===== config.mk =====
export PLATFORM = sky130hd
export DESIGN_NAME = ddr2_init_seq
export DESIGN_NICKNAME = d
export VERILOG_FILES = /design/src/rtl/ddr2_init_pkg.sv /design/src/rtl/ddr2_init_timer.sv /design/src/rtl/ddr2_init_dll_gap.sv /design/src/rtl/ddr2_init_cmd_enc.sv /design/src/rtl/ddr2_init_seq.sv
export SDC_FILE = /design/constraint.sdc
export NUM_CORES = 1
export LEC_CHECK = 0
export ABC_CLOCK_PERIOD_IN_PS = 2300
export CELL_PAD_IN_SITES_DETAIL_PLACEMENT = 0
export CELL_PAD_IN_SITES_GLOBAL_PLACEMENT = 1
export CORE_MARGIN = 3
export CORE_UTILIZATION = 40
export CTS_CLUSTER_DIAMETER = 80
export DETAILED_ROUTE_END_ITERATION = 8
export DONT_BUFFER_PORTS = 1
export PLACE_DENSITY = 0.74
export SLEW_MARGIN = 20
export SYNTH_ARGS = -nofsm -noshare
export SYNTH_HDL_FRONTEND = slang
export SYNTH_SLANG_ARGS = --single-unit

===== constraint.sdc =====
create_clock -name clk -period 2.3 [get_ports clk]
set_input_delay 0.46 -clock clk [delete_from_list [all_inputs] [get_ports clk]]
set_output_delay 0.46 -clock clk [all_outputs]
set_load 0.02 [all_outputs]

===== src/rtl/ddr2_init_pkg.sv =====
package ddr2_init_pkg;

    typedef enum logic [3:0] {
        ST_POWER,
        ST_CKE_UP,
        ST_PREA_FIRST,
        ST_EMR2,
        ST_EMR3,
        ST_EMR1_DLL,
        ST_MR_DLL_RST,
        ST_PREA_SECOND,
        ST_REFRESH,
        ST_MR_OPS,
        ST_OCD_DEFAULT,
        ST_OCD_EXIT,
        ST_READY
    } init_step_e;

    // {cs_n, ras_n, cas_n, we_n}
    localparam logic [3:0] CMD_NOP = 4'b0111;
    localparam logic [3:0] CMD_PRE = 4'b0010;
    localparam logic [3:0] CMD_REF = 4'b0001;
    localparam logic [3:0] CMD_MRS = 4'b0000;

    localparam int BIT_DLL_OFF  = 0;
    localparam int BIT_OCD_LO   = 7;
    localparam int BIT_DLL_RST  = 8;
    localparam int BIT_OCD_HI   = 9;
    localparam int BIT_PRE_ALL  = 10;
    localparam int BIT_TOP      = 13;

    function automatic int max_of(input int a, input int b);
        return (a > b) ? a : b;
    endfunction

endpackage


===== src/rtl/ddr2_init_timer.sv =====
module ddr2_init_timer #(
    parameter int W       = 16,
    parameter int RST_VAL = 0
) (
    input  logic         clk,
    input  logic         rst,
    input  logic         load,
    input  logic [W-1:0] load_val,
    output logic         expired
);
    localparam logic [W-1:0] CNT_RST = W'(RST_VAL);

    logic [W-1:0] cnt_d, cnt_q;

    always_comb begin
        cnt_d = cnt_q;
        if (load) begin
            cnt_d = load_val;
        end else if (cnt_q != '0) begin
            cnt_d = cnt_q - 1'b1;
        end
    end

    always_ff @(posedge clk) begin
        if (rst) begin
            cnt_q <= CNT_RST;
        end else begin
            cnt_q <= cnt_d;
        end
    end

    assign expired = (cnt_q == '0);

    // a new wait may only start once the previous one has run out
    AST_TIMER_LOAD_IDLE: assert property (@(posedge clk) disable iff (rst)
        load |-> (cnt_q == '0));

endmodule


===== src/rtl/ddr2_init_dll_gap.sv =====
module ddr2_init_dll_gap #(
    parameter int GAP = 200
) (
    input  logic clk,
    input  logic rst,
    input  logic dll_rst_fire,
    input  logic ocd_fire,
    output logic gap_met
);
    localparam int CW = $clog2(GAP + 1);
    localparam logic [CW-1:0] CNT_SAT = CW'(GAP);

    typedef struct packed {
        logic          run;
        logic [CW-1:0] cnt;
    } gap_state_t;

    gap_state_t gs_d, gs_q;

    always_comb begin
        gs_d = gs_q;
        if (dll_rst_fire) begin
            gs_d.run = 1'b1;
            gs_d.cnt = CW'(1);
        end else if (gs_q.run && gs_q.cnt != CNT_SAT) begin
            gs_d.cnt = gs_q.cnt + 1'b1;
        end
    end

    always_ff @(posedge clk) begin
        if (rst) begin
            gs_q <= '0;
        end else begin
            gs_q <= gs_d;
        end
    end

    assign gap_met = gs_q.run && (gs_q.cnt >= CNT_SAT);

    AST_OCD_AFTER_GAP: assert property (@(posedge clk) disable iff (rst)
        ocd_fire |-> (gs_q.run && gs_q.cnt >= CNT_SAT));

    AST_DLL_RST_ONCE: assert property (@(posedge clk) disable iff (rst)
        dll_rst_fire |-> !gs_q.run);

endmodule


===== src/rtl/ddr2_init_cmd_enc.sv =====
module ddr2_init_cmd_enc
    import ddr2_init_pkg::*;
#(
    parameter int AW = 14
) (
    input  init_step_e     step,
    input  logic           fire,
    input  logic [AW-1:0]  emr1_ops,
    input  logic [AW-1:0]  emr2_ops,
    input  logic [AW-1:0]  emr3_ops,
    input  logic [AW-1:0]  mr_ops,
    output logic [3:0]     cmd,
    output logic [1:0]     ba,
    output logic [AW-1:0]  addr,
    output logic           cke,
    output logic           odt
);
    logic [AW-1:0] emr1_base;
    logic [AW-1:0] mr_base;

    always_comb begin
        emr1_base = emr1_ops;
        emr1_base[BIT_DLL_OFF] = 1'b0;
        emr1_base[BIT_TOP]     = 1'b0;
        emr1_base[BIT_OCD_HI:BIT_OCD_LO] = '0;
        mr_base = mr_ops;
        mr_base[BIT_TOP]     = 1'b0;
        mr_base[BIT_DLL_RST] = 1'b0;
    end

    always_comb begin
        cmd  = CMD_NOP;
        ba   = 2'b00;
        addr = '0;
        cke  = (step != ST_POWER);
        odt  = 1'b0;
        if (fire) begin
            unique case (step)
                ST_PREA_FIRST, ST_PREA_SECOND: begin
                    cmd = CMD_PRE;
                    addr[BIT_PRE_ALL] = 1'b1;
                end
                ST_EMR2: begin
                    cmd  = CMD_MRS;
                    ba   = 2'b10;
                    addr = emr2_ops;
                end
                ST_EMR3: begin
                    cmd  = CMD_MRS;
                    ba   = 2'b11;
                    addr = emr3_ops;
                end
                ST_EMR1_DLL, ST_OCD_EXIT: begin
                    cmd  = CMD_MRS;
                    ba   = 2'b01;
                    addr = emr1_base;
                end
                ST_OCD_DEFAULT: begin
                    cmd  = CMD_MRS;
                    ba   = 2'b01;
                    addr = emr1_base;
                    addr[BIT_OCD_HI:BIT_OCD_LO] = '1;
                end
                ST_MR_DLL_RST: begin
                    cmd  = CMD_MRS;
                    addr = mr_base;
                    addr[BIT_DLL_RST] = 1'b1;
                end
                ST_MR_OPS: begin
                    cmd  = CMD_MRS;
                    addr = mr_base;
                end
                ST_REFRESH: begin
                    cmd = CMD_REF;
                end
                default: begin
                    cmd = CMD_NOP;
                end
            endcase
        end
    end

endmodule


===== src/rtl/ddr2_init_seq.sv =====
module ddr2_init_seq
    import ddr2_init_pkg::*;
#(
    parameter int ADDR_W       = 14,
    parameter int STABLE_CYC   = 20000,
    parameter int CKE_WAIT_CYC = 40,
    parameter int T_MRD        = 2,
    parameter int T_RP         = 3,
    parameter int T_RFC        = 13,
    parameter int REFRESH_CNT  = 2,
    parameter int DLL_GAP      = 200
) (
    input  logic              clk,
    input  logic              rst,
    input  logic [ADDR_W-1:0] emr1_ops,
    input  logic [ADDR_W-1:0] emr2_ops,
    input  logic [ADDR_W-1:0] emr3_ops,
    input  logic [ADDR_W-1:0] mr_ops,
    output logic              cs_n,
    output logic              ras_n,
    output logic              cas_n,
    output logic              we_n,
    output logic              cke,
    output logic              odt,
    output logic [1:0]        ba,
    output logic [ADDR_W-1:0] addr,
    output logic              init_done
);
    localparam int TMAX = max_of(max_of(STABLE_CYC, CKE_WAIT_CYC),
                                 max_of(T_MRD, max_of(T_RP, T_RFC)));
    localparam int TW = $clog2(TMAX + 1);
    localparam int RW = max_of(1, $clog2(REFRESH_CNT + 1));

    localparam logic [TW-1:0] LD_CKE = TW'(CKE_WAIT_CYC - 1);
    localparam logic [TW-1:0] LD_MRD = TW'((T_MRD > 1) ? T_MRD - 2 : 0);
    localparam logic [TW-1:0] LD_RP  = TW'((T_RP  > 1) ? T_RP  - 2 : 0);
    localparam logic [TW-1:0] LD_RFC = TW'((T_RFC > 1) ? T_RFC - 2 : 0);
    localparam logic [RW-1:0] REF_LAST = RW'(REFRESH_CNT - 1);

    typedef struct packed {
        init_step_e    step;
        logic          waiting;
        logic [RW-1:0] refs;
    } seq_state_t;

    seq_state_t st_d, st_q;

    logic          tmr_load;
    logic [TW-1:0] tmr_val;
    logic          tmr_expired;
    logic          dll_gap_met;
    logic          cmd_fire;
    logic          step_is_cmd;
    logic          gap_multi;
    logic [TW-1:0] gap_load;
    init_step_e    step_after;
    logic [RW-1:0] refs_after;
    logic [3:0]    cmd_bus;

    // which steps put a command on the pins, and the spacing that follows it
    always_comb begin
        step_is_cmd = !(st_q.step inside {ST_POWER, ST_CKE_UP, ST_READY});
        unique case (st_q.step)
            ST_PREA_FIRST, ST_PREA_SECOND: begin
                gap_multi = (T_RP > 1);
                gap_load  = LD_RP;
            end
            ST_REFRESH: begin
                gap_multi = (T_RFC > 1);
                gap_load  = LD_RFC;
            end
            default: begin
                gap_multi = (T_MRD > 1);
                gap_load  = LD_MRD;
            end
        endcase
        cmd_fire = step_is_cmd && !st_q.waiting &&
                   ((st_q.step != ST_OCD_DEFAULT) || dll_gap_met);
    end

    // successor of each command step
    always_comb begin
        refs_after = st_q.refs;
        unique case (st_q.step)
            ST_PREA_FIRST:  step_after = ST_EMR2;
            ST_EMR2:        step_after = ST_EMR3;
            ST_EMR3:        step_after = ST_EMR1_DLL;
            ST_EMR1_DLL:    step_after = ST_MR_DLL_RST;
            ST_MR_DLL_RST:  step_after = ST_PREA_SECOND;
            ST_PREA_SECOND: step_after = ST_REFRESH;
            ST_REFRESH: begin
                if (st_q.refs == REF_LAST) begin
                    step_after = ST_MR_OPS;
                    refs_after = '0;
                end else begin
                    step_after = ST_REFRESH;
                    refs_after = st_q.refs + 1'b1;
                end
            end
            ST_MR_OPS:      step_after = ST_OCD_DEFAULT;
            ST_OCD_DEFAULT: step_after = ST_OCD_EXIT;
            ST_OCD_EXIT:    step_after = ST_READY;
            default:        step_after = st_q.step;
        endcase
    end

    // next-state computation
    always_comb begin
        st_d     = st_q;
        tmr_load = 1'b0;
        tmr_val  = '0;
        unique case (st_q.step)
            ST_POWER: begin
                if (tmr_expired) begin
                    st_d.step = ST_CKE_UP;
                    tmr_load  = 1'b1;
                    tmr_val   = LD_CKE;
                end
            end
            ST_CKE_UP: begin
                if (tmr_expired) begin
                    st_d.step = ST_PREA_FIRST;
                end
            end
            ST_READY: begin
                st_d = st_q;
            end
            default: begin
                if (cmd_fire) begin
                    if (gap_multi) begin
                        st_d.waiting = 1'b1;
                        tmr_load     = 1'b1;
                        tmr_val      = gap_load;
                    end else begin
                        st_d.step = step_after;
                        st_d.refs = refs_after;
                    end
                end else if (st_q.waiting && tmr_expired) begin
                    st_d.waiting = 1'b0;
                    st_d.step    = step_after;
                    st_d.refs    = refs_after;
                end
            end
        endcase
    end

    always_ff @(posedge clk) begin
        if (rst) begin
            st_q <= '{step: ST_POWER, waiting: 1'b0, refs: '0};
        end else begin
            st_q <= st_d;
        end
    end

    ddr2_init_timer #(
        .W       (TW),
        .RST_VAL (STABLE_CYC - 1)
    ) u_timer (
        .clk      (clk),
        .rst      (rst),
        .load     (tmr_load),
        .load_val (tmr_val),
        .expired  (tmr_expired)
    );

    ddr2_init_dll_gap #(
        .GAP (DLL_GAP)
    ) u_dll_gap (
        .clk          (clk),
        .rst          (rst),
        .dll_rst_fire (cmd_fire && st_q.step == ST_MR_DLL_RST),
        .ocd_fire     (cmd_fire && st_q.step == ST_OCD_DEFAULT),
        .gap_met      (dll_gap_met)
    );

    ddr2_init_cmd_enc #(
        .AW (ADDR_W)
    ) u_enc (
        .step     (st_q.step),
        .fire     (cmd_fire),
        .emr1_ops (emr1_ops),
        .emr2_ops (emr2_ops),
        .emr3_ops (emr3_ops),
        .mr_ops   (mr_ops),
        .cmd      (cmd_bus),
        .ba       (ba),
        .addr     (addr),
        .cke      (cke),
        .odt      (odt)
    );

    assign {cs_n, ras_n, cas_n, we_n} = cmd_bus;
    assign init_done = (st_q.step == ST_READY);

    AST_POWER_CKE_LOW: assert property (@(posedge clk) disable iff (rst)
        (st_q.step == ST_POWER) |-> (!cke && cmd_bus == CMD_NOP));

    AST_CKE_NO_DROP: assert property (@(posedge clk) disable iff (rst)
        cke |=> cke);

    AST_READY_STICKY: assert property (@(posedge clk) disable iff (rst)
        init_done |=> init_done);

    AST_READY_IDLE_BUS: assert property (@(posedge clk) disable iff (rst)
        init_done |-> (cke && cmd_bus == CMD_NOP));

    AST_NO_CMD_WHILE_WAIT: assert property (@(posedge clk) disable iff (rst)
        st_q.waiting |-> (cmd_bus == CMD_NOP));

endmodule


-- Word level (Yosys, flattened, before mapping)
Index checks and enable logic that the tools add are counted.
- $add $sub $neg: 3
- order comparisons: 1
- equal/unequal tests: 18
- mux-type cells: 28
- bitwise operators: 3
- reductions and logical operators: 30
- operator list (cell ; number):
    10-bit case mux with 6 select lines ; 1
    4-bit case mux with 10 select lines ; 1
    15-bit 2-to-1 mux ; 2
    4-bit equality test, second input constant ; 5
    4-bit by 3-bit equality test with 1-bit output, second input constant ; 4
    4-bit 2-to-1 mux ; 4
    15-bit zero test ; 1
    15-bit nonzero test ; 1
    15-bit by 1-bit subtractor with 15-bit output, second input constant ; 1
    14-bit 2-to-1 mux ; 1
    7-bit 2-to-1 mux ; 2
    3-bit case mux with 4 select lines ; 1
    4-bit case mux with 3 select lines ; 1
    6-bit case mux with 2 select lines ; 1
    12-bit nonzero test ; 1
    2-bit OR reduction ; 5
    3-bit case mux with 3 select lines ; 1
    8-bit by 1-bit adder with 8-bit output, second input constant ; 1
    4-bit by 2-bit equality test with 1-bit output, second input constant ; 2
    8-bit >= comparator, second input constant ; 1
    8-bit inequality test, second input constant ; 1
    4-bit case mux with 2 select lines ; 1
    7-bit OR reduction ; 1
    1-bit logical AND ; 6
    other kinds (23) ; 37
- flip-flop bits (word level): 31
- bits of input ports: 58
- output and inout bits: 23
- logic and storage cells: 90

-- Depth between registers and ports, before layout
- depth after elaboration: 8
- mapped depth: 8

-- Modules after synthesis
Synthesis repeated with hierarchy kept, for this count alone.
- cells, all modules: 328
- area total of the unflattened synthesis: 2513.7 sq um
- modules (own cells, without submodules) (module ; instances ; cells each ; area an instance (sq um)):
    ddr2_init_timer ; 1 ; 110 ; 878.3
    ddr2_init_cmd_enc ; 1 ; 97 ; 665.6
    ddr2_init_seq ; 1 ; 64 ; 493.0
    ddr2_init_dll_gap ; 1 ; 57 ; 476.7

-- Least setup slack after synthesis
Ideal clock, no wire load.
- path kind: register to output
- start: register st_q[5] (netlist name)
- end: output port addr[11]
- data arrival time: 2.098 ns
- data required time: 1.840 ns
- path slack: -0.258 ns
- cell stages (with the launch flop): 9
- path buffers: 1
- path through: dfxtp_1 -> inv_1 -> ha_1 -> inv_1 -> a21oi_1 -> a311oi_1 -> o211ai_1 -> clkbuf_1 -> a21oi_1
- cells in the longest elaborated chain, start to end: 6
- elaborated cells between the ends (all ways): 20
- RTL lines (element ; line ; RTL):
    from (decl) ; ddr2_init_seq.sv:46 ; seq_state_t st_d, st_q;
    from (signal assigned) ; ddr2_init_seq.sv:149 ; st_q <= '{step: ST_POWER, waiting: 1'b0, refs: '0};
    from (signal assigned) ; ddr2_init_seq.sv:151 ; st_q <= st_d;
    parallel branches: the longest is 5 deep, another holds 4-bit equality test ; n/a ;
    14-bit 2-to-1 mux * ; ddr2_init_cmd_enc.sv:37 ; if (fire) begin
    to (decl) ; ddr2_init_seq.sv:26 ; output logic [ADDR_W-1:0] addr,
Mark *: on every way between the ends.

-- Worst setup path in the final report
- start: register st_q[5] (netlist name)
- end: output port addr[3]
- cells in the longest elaborated chain, start to end: 6
- elaborated cells between the ends (all ways): 19
- RTL lines (element ; line):
    parallel branches: the longest is 5 deep, another holds 10-bit case mux with 6 select lines ; n/a
    14-bit 2-to-1 mux * ; ddr2_init_cmd_enc.sv:37
Marked as above.

==> results_dict.tcl <==
set metrics [dict create \
    yosysMostFrequentCell "sky130_fd_sc_hd__nor2_1" \
    proportion_of_netlist_area_held_by_the_largest_area_contributor_pct 27.3 \
    start_kind "flip-flop" \
    number_of_cts_inserted_buffers 5 \
    layout_min_cycle_time_ns 2.39 \
    failed_checks "setup timing" \
    power_frac_clock_pct 44.9 \
    async_flop_share_pct 0 \
    num_io_pins 81 \
    setup_violations 15 \
    die-area_um2 6630 \
    finalHoldViolCount 0 \
    synth_enable_flop_cells 0 \
    post_synth_fa_ha_maj_area_fraction_pct 4.84 \
    initial_utilization_pct 42.9 \
    clock_sink_count 31 \
    clock_latency_ns 0.28 \
    via_count_of_the_first_global_routing_pass 2155 \
    min_path_type "input pin to flip-flop" \
    wire_length_of_the_first_global_routing_pass_um 9830 \
    cts-htree-levels 2 \
    timing.final.max_slew_violations 0 \
    worstPathRequired_ns 1.84 \
    sequentialPowerShare_pct 52.2 \
    grt_antenna_before_repair 0 \
    mux_cell_area_share_after_synthesis_pct 0.440 \
    combPwrFrac_pct 2.9 \
    layout.core_utilization_pct 57.6 \
    path_delay_family "buffers and inverters" \
    critPathArrivalTime_ns 1.93 \
    drive_above_1_share_pct 32.9 \
    dpl-instance-area_um2 2670 \
    top_area_cells_in_the_synthesized_netlist "sky130_fd_sc_hd__dfxtp_1 27%, sky130_fd_sc_hd__a21oi_1 5.9%, sky130_fd_sc_hd__nor2_1 5.8%, sky130_fd_sc_hd__a222oi_1 4.8%, sky130_fd_sc_hd__ha_1 4.4%" \
    combinational_family_with_the_most_area_after_synthesis "simple AND/OR/NAND/NOR gates" \
    core.rowCount 26 \
    path_max_fanout 7 \
    y_dimension_of_the_die_um 81.4 \
    yosys-top-cells-count "35 x sky130_fd_sc_hd__nor2_1, 31 x sky130_fd_sc_hd__dfxtp_1, 27 x sky130_fd_sc_hd__a21oi_1, 26 x sky130_fd_sc_hd__nand2_1" \
    mappedNetlistArea_um2 2280 \
    critical_path_class "flip-flop to output pin" \
    synth-xor-area-share_pct 6.16 \
    placer_s_final_routability_congestion_estimate 0.819 \
    num_vias 2287 \
    timing_worst_slew_pin_value_ns 0.504 \
    compound_gate_fraction_of_synth_area_pct 24.6 \
    ctsRootBufferMaster "sky130_fd_sc_hd__clkbuf_8" \
    post_drt_via_cell_ratio 5.62 \
    clock.fmax_mhz 418 \
    synth_area_per_cell_um2 7.72 \
    critical_path_cell_by_cell "buf_6 -> ha_4 -> nand2b_4 -> a21oi_4 -> a311oi_2 -> o211ai_1 -> buf_4 -> buf_6 -> a21oi_2 -> buf_6" \
    vdd_drop_max_uv 435 \
    synthesis.instances 295 \
    drv.max_cap_violation_count 0 \
    yosys_warnings 0 \
    switching_share_pct 20.9 \
    synth-seq-cells 31 \
    power_density_nw_per_um2 343 \
    count_of_buffers_inserted_at_the_top_level_ports 0 \
    outcome "finished with violations" \
    tritoncts_clock_tree "built" \
    clk_pin_slew_ns 0.07 \
    power_switching_mw 0.219 \
    clock_tree_skew_after_final_layout_ns 0.00579 \
    leakagePower_nw 1.10 \
    hpwlAfterDp_um 4690 \
    synth.lib_cells_used.distinct 61 \
    cpPeakStageDelay_ns 0.33 \
    power_report.internal_total_mw 0.828 \
    cts-root-to-sink-buffers 2 \
    route.antenna.remaining_nets 0 \
    critical_path.slowest_cell "sky130_fd_sc_hd__dfxtp_2" \
    nNetsFinal 402 \
    synth-simple-area-share_pct 28.5 \
    layout_stage_area_growth_over_the_synthesis_result_pct 34.1 \
    global_route.overflow_total 0 \
    critical_path.most_common_cell "sky130_fd_sc_hd__buf_6" \
    routed_wirelength_um 6310 \
    period_share_pct 104 \
    finish.instance_area_um2 3050 \
    num_antenna_cells 0 \
    drc_errors_left 0 \
    die_w_um 81.4 \
    routedWlPerCell_um 15.5 \
    dominantRegCellSynth "sky130_fd_sc_hd__dfxtp_1" \
    dr.first_iter.drc_count 147 \
    core_region_area_um2 5300 \
    hold_slack_ns 0.231 \
    gr-usage-all-layers_pct 18.8 \
    detailedRoute.firstPassIterationCount 6 \
    timing.max_slew.rel_slack_pct 66.4 \
    maximum_number_of_pins_on_one_net_before_global_route_repair 20 \
    post-synth-top-area-cell "sky130_fd_sc_hd__dfxtp_1" \
    n_fill_cell 494 \
    ys_seq_area_share_pct 27.3 \
    critical_path.n_buffers_inverters 4 \
    final_critical_path_setup_slack_ns -0.0899 \
    rsz_0062_raised_after_global_routing "true" \
    crit_path_end_kind "output pin" \
]
==> logic make-up (layout without fill, tap and decap cells) <==
family / count (synthesis) / after routing
other: 1 / 2
adder cells (fa/ha/maj): 9 / 9
buffers and inverters: 34 / 74
multiplexers: 1 / 1
flip-flops: 31 / 31
XOR/XNOR: 16 / 16
AND/OR/NAND/NOR: 121 / 121
AO/OA/AOI/OAI: 82 / 83
==> per-stage QoR <==
stage / total power [mW] / setup slack, ns / setup TNS [ns] / instances
6_report: 1.05 / -0.0899 / -0.661 / 407
5_1_grt: 1.09 / -0.176 / -2.05 / 407
4_1_cts: 1.06 / -0.0973 / -0.831 / 406
3_5_place_dp: 0.590 / 0.0535 / 0 / 386
3_3_place_gp: 0.589 / 0.0675 / 0 / 386
2_1_floorplan: 0.588 / 0.00164 / 0 / 296
==> registers in the layout, summed over array words and instances, names as in the netlist <==
register / count
u_dll_gap.gs_q: 9
st_q: 7
u_timer.cnt_q: 15
==> layer usage <==
layer / up-vias / share of wire, % / track usage, % / wire length, µm
met5: - / 0 / 0 / 0
met4: 0 / 1.0 / 5.91 / 63
met3: 5 / 5.8 / 4.39 / 364
met2: 57 / 49 / 31.2 / 3070
met1: 1063 / 45 / 24.0 / 2820
li1: 1162 / - / - / -
==> path summary, 6_finish.rpt <==
path                     from  endpoint  slack [ns]  cells past startpoint
max reg2reg  u_timer.cnt_q[5]   st_q[0]        0.11                      5
max                   st_q[5]   addr[3]       -0.09                     10
min                       rst   st_q[6]        0.23                      1
min reg2reg           st_q[1]   st_q[1]        0.45                      2
==> power by group through the flow <==
stage                     registers [mW]  clock network (mW)  logic [mW]
after floorplan                    0.558                   0      0.0299
after global placement             0.559                   0      0.0297
after detailed placement           0.559                   0      0.0305
after CTS                          0.546               0.482      0.0306
after global routing               0.546               0.508      0.0347
final                              0.546               0.470      0.0304
==> final cells by class <==
cell class	count	area (µm²)	area share [%]
Inverter	14	57.6	1.89
Timing Repair Buffer	52	458	15.0
Clock buffer	8	100	3.28
Sequential cell	31	629	20.6
Tap cell	70	87.6	2.87
Multi-Input combinational cell	232	1720	56.3
==> cell usage in the layout, fill, tap and decap left out, types with 3 or more instances in the layout <==
master and count:
sky130_fd_sc_hd__a21o_1 3, sky130_fd_sc_hd__a21oi_1 20, sky130_fd_sc_hd__a21oi_4 6, sky130_fd_sc_hd__a222oi_1 11
sky130_fd_sc_hd__buf_4 43, sky130_fd_sc_hd__buf_6 6, sky130_fd_sc_hd__clkbuf_8 7, sky130_fd_sc_hd__dfxtp_1 26
sky130_fd_sc_hd__dfxtp_2 4, sky130_fd_sc_hd__ha_1 4, sky130_fd_sc_hd__ha_4 4, sky130_fd_sc_hd__inv_1 11
sky130_fd_sc_hd__nand2_1 24, sky130_fd_sc_hd__nand2b_1 4, sky130_fd_sc_hd__nand3_1 6, sky130_fd_sc_hd__nand4_1 3
sky130_fd_sc_hd__nor2_1 27, sky130_fd_sc_hd__nor2_4 6, sky130_fd_sc_hd__nor2b_1 3, sky130_fd_sc_hd__nor3_1 11
sky130_fd_sc_hd__nor4_1 6, sky130_fd_sc_hd__nor4_4 3, sky130_fd_sc_hd__o21ai_0 10, sky130_fd_sc_hd__o21ai_1 5
sky130_fd_sc_hd__or4_1 3, sky130_fd_sc_hd__xnor2_1 8, sky130_fd_sc_hd__xor2_1 8
==> repair_timing <==
item	CTS	global route
setup buffers	10	0
pin swaps	17	6
resized for setup	27	24
cloned	2	1
hold buffers	0	0
setup endpoints to repair	19	24
(Power assumes the default switching activity.)
